===== src/rtl/sdac_pkg.sv =====
// Package: shared constants and types for the serial DAC command receiver.
// Assumes a word made of 2 ignored bits, then the mode code, then the data.
package sdac_pkg;
    localparam int DATA_W = 12;
    localparam int MODE_W = 2;
    localparam int PAD_W  = 2;
    localparam int WORD_W = PAD_W + MODE_W + DATA_W;

    typedef enum logic [1:0] {
        FRM_IDLE  = 2'd0,
        FRM_SHIFT = 2'd1,
        FRM_DONE  = 2'd2
    } frm_state_t;
endpackage


===== src/rtl/sdac_sync.sv =====
// Module: multi-stage synchronizer bank, one chain per input bit.
// Assumes the inputs are asynchronous levels that are stable for several clocks.
module sdac_sync #(
    parameter int WIDTH  = 3,
    parameter int STAGES = 2,
    parameter logic [WIDTH-1:0] RST_VAL = '0
) (
    input  logic             clk,
    input  logic             rst_n,
    input  logic [WIDTH-1:0] d_i,
    output logic [WIDTH-1:0] q_o
);
    for (genvar b = 0; b < WIDTH; b++) begin : g_bit
        logic [STAGES-1:0] chain_q;
        // Shift each raw input through its own flop chain.
        always_ff @(posedge clk) begin
            if (!rst_n) chain_q <= {STAGES{RST_VAL[b]}};
            else        chain_q <= {chain_q[STAGES-2:0], d_i[b]};
        end
        assign q_o[b] = chain_q[STAGES-1];
    end
endmodule


===== src/rtl/sdac_frame.sv =====
// Module: frame tracker and shift register for the serial write port.
// Works on synchronized levels, finds edges, shifts bits MSB first and raises
// a commit pulse on the 16th falling serial clock or an abort pulse when
// select rises early. Only the low PAYLOAD_W bits are kept, so the leading
// ignored bits fall off the top of the register.
module sdac_frame
    import sdac_pkg::*;
#(
    parameter int WORD_BITS    = WORD_W,
    parameter int PAYLOAD_W    = MODE_W + DATA_W,
    parameter int MIN_HIGH_CYC = 4
) (
    input  logic                 clk,
    input  logic                 rst_n,
    input  logic                 sel_n_s,
    input  logic                 sclk_s,
    input  logic                 sdin_s,
    output logic [PAYLOAD_W-1:0] payload_o,
    output logic                 commit_o,
    output logic                 abort_o
);
    localparam int CNT_W = $clog2(WORD_BITS + 1);
    localparam int HI_W  = $clog2(MIN_HIGH_CYC + 1);
    localparam logic [CNT_W-1:0] LAST_BIT = CNT_W'(WORD_BITS - 1);
    localparam logic [HI_W-1:0]  HI_LIM   = HI_W'(MIN_HIGH_CYC);

    logic                 sel_p_q, sclk_p_q;
    logic [HI_W-1:0]      hi_cnt_q;
    logic [CNT_W-1:0]     bit_cnt_q;
    logic [PAYLOAD_W-1:0] shreg_q;
    frm_state_t           state_q;
    logic                 commit_q, abort_q;

    wire sel_fall  = sel_p_q & ~sel_n_s;
    wire sclk_fall = sclk_p_q & ~sclk_s;
    wire armed     = (hi_cnt_q == HI_LIM);

    // Keep one-cycle-old copies of the synchronized lines for edge detection.
    always_ff @(posedge clk) begin
        if (!rst_n) begin
            sel_p_q  <= 1'b1;
            sclk_p_q <= 1'b1;
        end else begin
            sel_p_q  <= sel_n_s;
            sclk_p_q <= sclk_s;
        end
    end

    // Count how long select has been high, saturating at the arming limit.
    always_ff @(posedge clk) begin
        if (!rst_n)              hi_cnt_q <= '0;
        else if (!sel_n_s)       hi_cnt_q <= '0;
        else if (!armed)         hi_cnt_q <= hi_cnt_q + 1'b1;
    end

    // Frame sequencing: open, shift, commit or abort, then wait for release.
    always_ff @(posedge clk) begin
        if (!rst_n) begin
            state_q   <= FRM_IDLE;
            bit_cnt_q <= '0;
            shreg_q   <= '0;
            commit_q  <= 1'b0;
            abort_q   <= 1'b0;
        end else begin
            commit_q <= 1'b0;
            abort_q  <= 1'b0;
            unique case (state_q)
                FRM_IDLE: begin
                    if (sel_fall && armed) begin
                        state_q   <= FRM_SHIFT;
                        bit_cnt_q <= '0;
                        shreg_q   <= '0;
                    end
                end
                FRM_SHIFT: begin
                    if (sel_n_s) begin
                        state_q <= FRM_IDLE;
                        shreg_q <= '0;
                        abort_q <= 1'b1;
                    end else if (sclk_fall) begin
                        shreg_q   <= {shreg_q[PAYLOAD_W-2:0], sdin_s};
                        bit_cnt_q <= bit_cnt_q + 1'b1;
                        if (bit_cnt_q == LAST_BIT) begin
                            state_q  <= FRM_DONE;
                            commit_q <= 1'b1;
                        end
                    end
                end
                FRM_DONE: begin
                    if (sel_n_s) state_q <= FRM_IDLE;
                end
                default: state_q <= FRM_IDLE;
            endcase
        end
    end

    assign payload_o = shreg_q;
    assign commit_o  = commit_q;
    assign abort_o   = abort_q;


    short_high_chk: assert property (@(posedge clk) disable iff (!rst_n)
        (state_q == FRM_IDLE && sel_fall && !armed) |=> state_q == FRM_IDLE);

    commit_edge_chk: assert property (@(posedge clk) disable iff (!rst_n)
        commit_o |-> $past(sclk_fall));

    done_quiet_chk: assert property (@(posedge clk) disable iff (!rst_n)
        (state_q == FRM_DONE) |=> !commit_o && !abort_o);
endmodule


===== src/rtl/sdac_cmd_rx.sv =====
// Module: top of the serial DAC command receiver. Synchronizes the three
// serial lines, tracks frames and holds the converter value and mode code.
// Assumes the system clock is at least 4x the serial clock rate.
module sdac_cmd_rx
    import sdac_pkg::*;
#(
    parameter int SYNC_STAGES  = 2,
    parameter int MIN_HIGH_CYC = 4
) (
    input  logic              clk,
    input  logic              rst_n,
    input  logic              sel_n_i,
    input  logic              sclk_i,
    input  logic              sdin_i,
    output logic [DATA_W-1:0] dac_data_o,
    output logic [MODE_W-1:0] pd_mode_o,
    output logic [(1<<MODE_W)-1:0] mode_onehot_o,
    output logic              update_o,
    output logic              abort_o
);
    localparam int PAYLOAD_W = MODE_W + DATA_W;
    localparam int N_MODES   = 1 << MODE_W;

    logic [2:0]           raw_lines, sync_lines;
    logic [PAYLOAD_W-1:0] payload;
    logic                 frm_commit, frm_abort;
    logic [DATA_W-1:0]    data_q;
    logic [MODE_W-1:0]    mode_q;
    logic                 upd_q, abt_q;

    assign raw_lines = {sel_n_i, sclk_i, sdin_i};

    sdac_sync #(.WIDTH(3), .STAGES(SYNC_STAGES), .RST_VAL(3'b110)) u_sync (
        .clk(clk), .rst_n(rst_n), .d_i(raw_lines), .q_o(sync_lines)
    );

    sdac_frame #(.WORD_BITS(WORD_W), .PAYLOAD_W(PAYLOAD_W),
                 .MIN_HIGH_CYC(MIN_HIGH_CYC)) u_frame (
        .clk(clk), .rst_n(rst_n),
        .sel_n_s(sync_lines[2]), .sclk_s(sync_lines[1]), .sdin_s(sync_lines[0]),
        .payload_o(payload), .commit_o(frm_commit), .abort_o(frm_abort)
    );

    // Load mode and data together on commit; register the strobes alongside.
    always_ff @(posedge clk) begin
        if (!rst_n) begin
            data_q <= '0;
            mode_q <= '0;
            upd_q  <= 1'b0;
            abt_q  <= 1'b0;
        end else begin
            upd_q <= frm_commit;
            abt_q <= frm_abort;
            if (frm_commit) begin
                data_q <= payload[DATA_W-1:0];
                mode_q <= payload[PAYLOAD_W-1:DATA_W];
            end
        end
    end

    for (genvar m = 0; m < N_MODES; m++) begin : g_dec
        assign mode_onehot_o[m] = (mode_q == MODE_W'(m));
    end

    assign dac_data_o = data_q;
    assign pd_mode_o  = mode_q;
    assign update_o   = upd_q;
    assign abort_o    = abt_q;


    abort_hold_chk: assert property (@(posedge clk) disable iff (!rst_n)
        frm_abort |=> $stable(data_q) && $stable(mode_q));

    strobe_chk: assert property (@(posedge clk) disable iff (!rst_n)
        frm_commit |=> update_o && !$past(update_o));

    onehot_chk: assert property (@(posedge clk) disable iff (!rst_n)
        $countones(mode_onehot_o) == 1);
endmodule


===== config.mk =====
export PLATFORM = sky130hd
export DESIGN_NAME = sdac_cmd_rx
export DESIGN_NICKNAME = d
export VERILOG_FILES = /design/src/rtl/sdac_pkg.sv /design/src/rtl/sdac_sync.sv /design/src/rtl/sdac_frame.sv /design/src/rtl/sdac_cmd_rx.sv
export SDC_FILE = /design/constraint.sdc
export NUM_CORES = 1
export LEC_CHECK = 0
export CAP_MARGIN = 20
export CELL_PAD_IN_SITES_DETAIL_PLACEMENT = 2
export CELL_PAD_IN_SITES_GLOBAL_PLACEMENT = 2
export CORE_MARGIN = 2
export CORE_UTILIZATION = 34
export DETAILED_ROUTE_END_ITERATION = 7
export PLACE_DENSITY = 0.75
export SYNTH_ARGS = -nofsm -noshare
export SYNTH_HDL_FRONTEND = slang
export SYNTH_HIERARCHICAL = 1
export SYNTH_SLANG_ARGS = --single-unit

===== constraint.sdc =====
create_clock -name clk -period 2.1 [get_ports clk]
set_clock_uncertainty 0.15 [all_clocks]
set_input_delay 0.525 -clock clk [delete_from_list [all_inputs] [get_ports clk]]
set_output_delay 0.525 -clock clk [all_outputs]
set_load 0.05 [all_outputs]

### After elaboration in Yosys (flattened, before gate mapping)

Index checks and enable logic that the tools add are counted.

| word-level totals | value |
|---|---|
| flip-flop bits (word level) | 50 |
| latch bits | 0 |
| word-level logic and storage cells | 63 |
| memory bits (writable) | 0 |
| ROM bits | 0 |
| memories kept | 0 |

| cells by class | value |
|---|---|
| mux-type cells | 16 |
| divide/modulo/power cells | 0 |
| equal/unequal tests | 13 |
| add/sub/neg operators | 2 |
| shifts and indexed selects | 0 |
| reductions and logical operators | 10 |
| $lt $le $gt $ge | 0 |
| multipliers | 0 |
| bitwise logic cells | 7 |

Operators by type and width:

| cell | count |
|---|---|
| $mux W14 | 3 |
| $pmux W14 S2 | 1 |
| $mux W5 | 3 |
| $mux W2 | 5 |
| $pmux W5 S2 | 1 |
| $reduce_and A4 Y1 | 2 |
| $eq A2 B2 Y1 const B | 3 |
| $ne A3 B2 Y1 const B | 2 |
| $pmux W2 S3 | 1 |
| $add A5 B1 Y5 const B | 1 |
| $eq A5 B4 Y1 const B | 1 |
| $not A1 Y1 | 5 |
| $eq A2 B1 Y1 const B | 2 |
| $logic_not A2 Y1 | 2 |
| $ne A2 B1 Y1 const B | 2 |
| $ne A2 B2 Y1 const B | 2 |
| $reduce_and A2 Y1 | 2 |
| $reduce_or A4 Y1 | 1 |
| $add A3 B1 Y3 const B | 1 |
| $eq A3 B3 Y1 const B | 1 |
| $reduce_and A3 Y1 | 1 |
| $and A1 B1 Y1 | 2 |
| $mux W1 | 2 |
| $reduce_bool A2 Y1 | 1 |
| $logic_and A1 B1 Y1 | 1 |

### Logic depth before layout (Yosys ltp)

Gate-level depths: netlist (run 1).

| logic depth | value |
|---|---|
| depth in word-level cells | 5 |
| mapped depth | 7 |

### Cells and area by module

Netlist (run 1), hierarchy kept.

Modules (own cells, without submodules):

| module | times used | cells an instance | sequential area each (um^2) | area each (um^2) |
|---|---|---|---|---|
| sdac_frame | 1 | 129 | 560.5 | 1148.6 |
| sdac_cmd_rx | 1 | 53 | 320.3 | 619.3 |
| sdac_sync | 1 | 15 | 120.1 | 180.2 |

### Worst setup path before layout (run 1)

OpenSTA, ideal clock, no wires.

| timing | value |
|---|---|
| path type | reg2out |
| start point | register mode_q[0], in the netlist pd_mode_o[0] |
| end point | output mode_onehot_o[1] |
| cell stages (with the launch flop) | 2 |
| path buffers | 0 |
| arrival time | 1456 ps |
| path slack | -31 ps |
| cell sequence | dfxtp_1 -> nor2b_1 |

| between the ends | value |
|---|---|
| cells in the longest elaborated chain, start to end | 1 |

Ends and longest elaborated chain:

| element | line | source |
|---|---|---|
| start: declaration | sdac_cmd_rx.sv:28 | `logic [MODE_W-1:0] mode_q;` |
| start signal: assignment | sdac_cmd_rx.sv:56 | `mode_q <= payload[PAYLOAD_W-1:DATA_W];` |
| $eq A2 B1 Y1 | sdac_cmd_rx.sv:62 | `assign mode_onehot_o[m] = (mode_q == MODE_W'(m));` |
| end: declaration | sdac_cmd_rx.sv:17 | `output logic [(1<<MODE_W)-1:0] mode_onehot_o,` |

No other way between the ends.

### Worst setup path after layout (run 1)

| timing | value |
|---|---|
| start point | register u_frame.hi_cnt_q[0] |
| end point | register u_frame.bit_cnt_q[2] |

| between the ends | value |
|---|---|
| cells in the longest elaborated chain, start to end | 4 |

Ends and longest elaborated chain:

| element | line | source |
|---|---|---|
| start: declaration | sdac_frame.sv:28 | `logic [HI_W-1:0] hi_cnt_q;` |
| start signal: assignment | sdac_frame.sv:53 | `else if (!armed) hi_cnt_q <= hi_cnt_q + 1'b1;` |
| $eq A3 B3 Y1 | sdac_frame.sv:36 | `wire armed = (hi_cnt_q == HI_LIM);` |
| $logic_and A1 B1 Y1 | sdac_frame.sv:69 | `if (sel_fall && armed) begin` |
| $ne A2 B1 Y1 (no source line) | n/a |  |
| $reduce_and A4 Y1 (no source line) | n/a |  |
| end signal: assignment | sdac_frame.sv:82 | `bit_cnt_q <= bit_cnt_q + 1'b1;` |
| end: declaration | sdac_frame.sv:29 | `logic [CNT_W-1:0] bit_cnt_q;` |

No other way between the ends.
A chain may end at the register's enable or synchronous reset.

==> summary.md, run 1 <==
| Metric | Value |
|---|---|
| Reg area | 0.00100 mm2 |
| Vias in the first global route | 1604 |
| Status | completed |
| WL/cell | 15.1 um |
| Inserted Diodes | 0 |
| Post-DR vias/cell | 4.82 |
| Area Growth Syn to Fin | 19.8% |
| Syn avg cell area | 9.89 um2 |
| #FFs+latches synth | 50 |
| Multi-input gate area | 851 um2 |
| Share of cells above drive strength 1 | 0.161 |
| Detail Placement HPWL | 3300 um |
| Clk sinks | 50 |
| Most common cell after layout, fill and taps aside | dfxtp_1 |
| Worst EP arrival | between 1.5 and 2 ns |
| Die area | 0.00635 mm2 |
| Most frequent cells in the layout | dfxtp_1 (50), nand2_1 (31), mux2i_1 (22) |
| Post-Syn Instances | 197 |
| IO Pins | 25 |
| Highest net fanout along the worst path | 7 |
| Antenna-violating nets left | 0 |
| Std cell rows | 27 |
| Worst r2r dst | u_frame/bit_cnt_q[2] |
| Endpoints failing setup | 0 |
| Worst min path class | flip-flop to flip-flop |
| Hold Path Depth | 1 |
| Initial Util | 0.354 |
| Cell Pwr Density | 701 mW/mm2 |
| Hold Buf Count CTS | 0 |
| RSZ-0062 raised after global routing | false |
| Worst setup EP type | flip-flop |
| Fmax | approximately 530 MHz |
| Core ar. | 0.00551 mm2 |
| Total CTS buffers | 5 |
| Post-Syn Nets | 206 |
| # Post-CTS Setup Buffers | 0 |
| Clk_lat worst skew | 0.30 ns |
| Ranking of synthesized cells by area | dfxtp_1 (51%), mux2i_1 (11%), nand2_1 (6.0%) |
| Worst R2R Start | u_frame/hi_cnt_q[0] |
| Peak VDD IR | 0.354 mV |
| Leak pwr | 0.869 nW |
| Post-synthesis sequential area ratio | 0.514 |
| Crit start category | flip-flop |
| Final net count | 232 |
| Reg2Reg Depth | 6 |
| R2r setup slk | between 0.2 and 0.25 ns |
| Post-cts resize count | 0 |
| Slew margin rel. | 0.672 |
| Worst setup path class | flip-flop to flip-flop |
| Min setup slack post-route | 0.203 ns |
| Bufs on Longest Clock Path | 2 |
| Ratio of final minimum period to clock period | 0.903 |
| Max-Cap Viols | 0 |
| Period minus WS final | 1.90 ns |
| Critical Path RT | 2.18 ns |
| Hold Path End | u_sync/g_bit[2].chain_q[1] |
| CTS H-tree lvls | 2 |
| First-pass GRT wire length | 7710 um |
| Die W | 79.7 um |
| Die height | 79.7 um |
| Clock slew at reported path FFs | ~0.09 ns |
| Starting DRC count in detailed routing | a little under 50 |
| Pin count of the biggest net entering global routing | 27 |
| Global route overflow | 0 |
| Hold violation count in the final report | 0 |
| Ys Warns | 6 |
| Synth Cell Area | 0.00195 mm2 |
| CTS tree | yes |
| WL final | approximately 4500 um |
| Initial antenna violation count | 0 |
| # fillers | 591 |
| Final GP Congestion | 0.688 |
| Gr usage total | 0.157 |
| Total negative slack | 0 ns |
| Final max-slew violation count | 0 |
| Clock root buffer | clkbuf_8 |
| Measured slew at the worst slew-check pin | 0.489 ns |
| DRC violations left | 0 |
| Via count | 1426 |
| Area leader, netlist | dfxtp_1 |
| Pre-CTS WS | 0.101 ns |
| Port buffer count | 24 |
| First-pass DRT Iterations | 4 |
| Top cell type's share of synthesized area | 0.514 |
| HP Start | u_sync/g_bit[2].chain_q[0] |
| Synth cell types | 33 |
critical path: stages (launching register included):
cell and delay [ns]:
dfxtp_1 0.39, inv_1 0.06, ha_1 0.24, and4b_1 0.23
o21ai_1 0.43, o21ai_0 0.18, a21boi_1 0.16
registers in the layout (all words and copies together), names as in the netlist:
name                  count
u_sync/g_bit.chain_q      6
u_frame/state_q           2
dac_data_o               12
u_frame/hi_cnt_q          3
u_frame/bit_cnt_q         5
update_o                  1
u_frame/sel_p_q           1
pd_mode_o                 2
u_frame/sclk_p_q          1
u_frame/payload_o        14
u_frame/commit_o          1
abort_o                   1
u_frame/abort_o           1
Yosys cell counts (all sizes together):
cell and number:
a21oi 3, o21ai 6, nor2b 16, or3b 1
a21boi 1, and4b 1, or3 1, ha 4
and2b 2, and3b 1, buf 7, nor3 3
nand2 31, mux2i 22, inv 4, nand3 8
xnor2 1, clkbuf 3, and3 1, and2 5
nand3b 2, a31oi 1, nor2 8, nand2b 9
o22ai 6, dfxtp 50
metal layers:
| metal | vias to the layer above | track usage | share of wire |
|---|---|---|---|
| met2 | 17 | 0.284 | 0.51 |
| met3 | 5 | 0.0305 | 0.025 |
| met1 | 702 | 0.189 | 0.45 |
| met5 | - | 0 | 0 |
| met4 | 0 | 0.0414 | 0.011 |
| li1 | 702 | - | - |
cell families (layout without fill, tap and decap cells):
kind of cell | count (synthesis) | in the layout | synth area share
AND/OR/NAND/NOR | 89 | 89 | 0.244
flip-flops | 50 | 50 | 0.514
adder cells (fa/ha/maj) | 4 | 4 | 0.0257
buffers and inverters | 14 | 41 | 0.0494
AO/OA/AOI/OAI | 17 | 17 | 0.0495
multiplexers | 22 | 22 | 0.113
XOR/XNOR | 1 | 1 | 0.00450
through the flow:
stage	utilization	hold slack [ns]	total power [W]	area [um2]	cells
3_3_place_gp	0.406	0.245	0.00105	2230	288
4_1_cts	0.424	0.273	0.00167	2330	296
3_5_place_dp	0.406	0.249	0.00106	2230	288
5_1_grt	0.424	0.295	0.00171	2330	296
6_report	0.424	0.270	0.00163	2330	296
2_1_floorplan	-	0.236	0.00103	1950	197
final cells by class:
| class | count | share of cell area |
|---|---|---|
| clock buffers | 6 | 0.0354 |
| clock inverters | 2 | 0.00697 |
| inverters | 4 | 0.00643 |
| multi-input cells | 133 | 0.365 |
| flip-flops and latches | 50 | 0.429 |
| well taps | 72 | 0.0386 |
| repair buffers | 29 | 0.119 |
how the worst max path moves through the flow:
stage | from | endpoint | slack (ns)
2_1_floorplan | pd_mode_o[0] | mode_onehot_o[1] | -0.03
3_3_place_gp | rst_n | u_frame/payload_o[8] | 0.19
3_5_place_dp | rst_n | u_frame/payload_o[11] | 0.10
4_1_cts | u_frame/hi_cnt_q[0] | u_frame/bit_cnt_q[2] | 0.17
5_1_grt | u_frame/hi_cnt_q[0] | u_frame/bit_cnt_q[2] | 0.03
6_report | u_frame/hi_cnt_q[0] | u_frame/bit_cnt_q[2] | 0.20
power breakdown:
| group | internal, W | total [W] | leakage, nW | switching [W] |
|---|---|---|---|---|
| Clock | 0.000272 | 0.000602 | 0.0478 | 0.000330 |
| Combinational | 0.0000313 | 0.0000651 | 0.416 | 0.0000338 |
| Sequential | 0.000960 | 0.000968 | 0.405 | 0.00000836 |
| Total | 0.00126 | 0.00163 | 0.869 | 0.000372 |
No activity file was read; power rests on OpenSTA's default activity.
==> run 2: changes to the inputs <==
Settings changed: CAP_MARGIN 20 to 25, SETUP_SLACK_MARGIN set to 0.3.
==> run 2 against run 1 <==
Sequential power hardly changed. Register-to-register slack better by 0.20 ns. Clock power is 4.3% lower. Largest cell class unchanged. Critical path depth is 4 lower. Routed wire length is 5.7% higher. Combinational power is 3.5% higher. Sequential cell count stayed put. Sequential share of layout area is 0.35 points lower.
==> summary.md, run 2 (synthesis gave the netlist of run 1 again) <==
| Metric | Value |
|---|---|
| Status | completed |
| Post-DR vias/cell | 4.87 (+1.1%) |
| Clock slew at reported path FFs | 0.10 ns (about the same) |
| CTS H-tree lvls | 2 (unchanged) |
| Initial Util | 0.354 (unchanged) |
| Hold Buf Count CTS | 0 (unchanged) |
| CTS tree | yes |
| Clk sinks | 50 (unchanged) |
| WL final | 4730 um (+5.7%) |
| Post-Layout Cell Count | 296 (unchanged) |
| Area Growth Syn to Fin | 21.1% |
| WP buf/inv | 1 (unchanged) |
| Worst min path class | flip-flop to flip-flop |
| Pre-CTS WS | 0.0913 ns (-0.00969 ns) |
| Core ar. | 0.00551 mm2 (unchanged) |
| Total CTS buffers | 5 (unchanged) |
| Share of cells above drive strength 1 | 0.201 (+0.0402) |
| Starting DRC count in detailed routing | 74 (+51%) |
| IO Pins | 25 (unchanged) |
| Final max-slew violation count | 0 (unchanged) |
| Antenna-violating nets left | 0 (unchanged) |
| CP delay by family, top | flip-flops |
| Crit start category | flip-flop |
| Port buffer count | 24 (unchanged) |
| Worst setup path class | flip-flop to output port |
| Ratio of final minimum period to clock period | 0.826 (-0.0770) |
| Slowest cell on crit path | dfxtp_2 |
| Total negative slack | 0 ns (unchanged) |
| Final net count | 232 (unchanged) |
| DRC violations left | 0 (unchanged) |
| Std cell rows | 27 (unchanged) |
| Most frequent cells in the layout | dfxtp_1 (48), nand2_1 (31), mux2i_1 (22) |
| Global route overflow | 0 (unchanged) |
| Max incr delay on CP | 0.39 ns (-0.04 ns) |
| Min setup slack post-route | 0.365 ns (+0.162 ns) |
| Detail Placement HPWL | 3270 um (-0.93%) |
| Leak pwr | 0.873 nW (+0.47%) |
| Worst EP arrival | 1.06 ns (-0.92 ns) |
| Initial antenna violation count | 0 (unchanged) |
| Die area | 0.00635 mm2 (unchanged) |
| Cell Pwr Density | 683 mW/mm2 (-2.5%) |
| WL/cell | 16.0 um (+5.7%) |
| Slew margin rel. | 0.794 (+0.122) |
| First-pass DRT Iterations | 4 (unchanged) |
| Inserted Diodes | 0 (unchanged) |
| Measured slew at the worst slew-check pin | 0.310 ns (-0.179 ns) |
| Pin count of the biggest net entering global routing | 31 (+15%) |
| Peak VDD IR | 0.365 mV (+3.1%) |
| Hold violation count in the final report | 0 (unchanged) |
| Highest net fanout along the worst path | 6 (-1) |
| Bufs on Longest Clock Path | 2 (unchanged) |
| Worst setup EP type | output port |
| First-pass GRT wire length | 7920 um (+2.7%) |
| Most common cell after layout, fill and taps aside | dfxtp_1 |
| Gr usage total | 0.166 (+0.00914) |
| RSZ-0062 raised after global routing | true |
| Clock root buffer | clkbuf_8 |
| Die height | 79.7 um (unchanged) |
| # Post-CTS Setup Buffers | 0 (unchanged) |
| Endpoints failing setup | 0 (unchanged) |
| Max-Cap Viols | 0 (unchanged) |
| Final GP Congestion | 0.797 (+16%) |
| Largest register FFs | 14 (unchanged) |
| Crit path cell chain | nor2b_2, buf_12 |
| Vias in the first global route | 1665 (+3.8%) |
| Via count | 1441 (+1.1%) |
| Placed Instances | 288 (unchanged) |
| Critical Path RT | 1.42 ns (-0.76 ns) |
| Fmax | 576 MHz (+9.3%) |
| Die W | 79.7 um (unchanged) |
| Period minus WS final | 1.73 ns (-0.162 ns) |
| Clk_lat worst skew | 0.30 ns (about the same) |
run 2: metrics by stage:
stage / util / area, um2 / power, W / hold slack [ns]
finish: 0.428 / 2360 / 0.00161 / 0.269
global route: 0.428 / 2360 / 0.00169 / 0.290
CTS: 0.425 / 2340 / 0.00164 / 0.275
detailed placement: 0.407 / 2240 / 0.00106 / 0.252
global placement: 0.407 / 2240 / 0.00105 / 0.239
floorplan: - / 1950 / 0.00103 / 0.236
run 2: cell type report:
type                            count  area [um2]
Clock buffer                        5        68.8
Clock inverter                      3        23.8
Multi-Input combinational cell    133         872
Timing Repair Buffer               29         285
Inverter                            4        15.0
Sequential cell                    50        1000
Fill cell                         598        3150
Tap cell                           72        90.1
run 2: layer usage:
| layer | vias to the layer above | track usage | wire [um] |
|---|---|---|---|
| met1 | 716 | 0.174 | 1950 |
| met4 | 0 | 0.0534 | 57 |
| li1 | 701 | - | - |
| met2 | 19 | 0.318 | 2580 |
| met3 | 5 | 0.0430 | 135 |
| met5 | - | 0 | 0 |
run 2: path summary, 6_finish.rpt:
path	end	cells past startpoint	from	slack [ns]
hold reg to reg	u_sync/g_bit[1].chain_q[1]	1	u_sync/g_bit[1].chain_q[0]	0.27
setup / recovery	mode_onehot_o[1]	2	pd_mode_o[0]	0.37
hold / removal	u_sync/g_bit[1].chain_q[1]	1	u_sync/g_bit[1].chain_q[0]	0.27
setup reg to reg	u_frame/bit_cnt_q[2]	6	u_frame/hi_cnt_q[0]	0.40
run 2: what timing repair did:
| action | 4_1_cts | 5_1_grt |
|---|---|---|
| pin swaps | 0 | 0 |
| resized for setup | 3 | 5 |
| endpoints found under the setup margin | 6 | 9 |
run 2: power breakdown:
part | leakage, nW | internal [W] | switching, W
clock | 0.0408 | 0.000239 | 0.000338
sequential | 0.406 | 0.000960 | 0.00000826
combinational | 0.426 | 0.0000329 | 0.0000345
total | 0.873 | 0.00123 | 0.000380
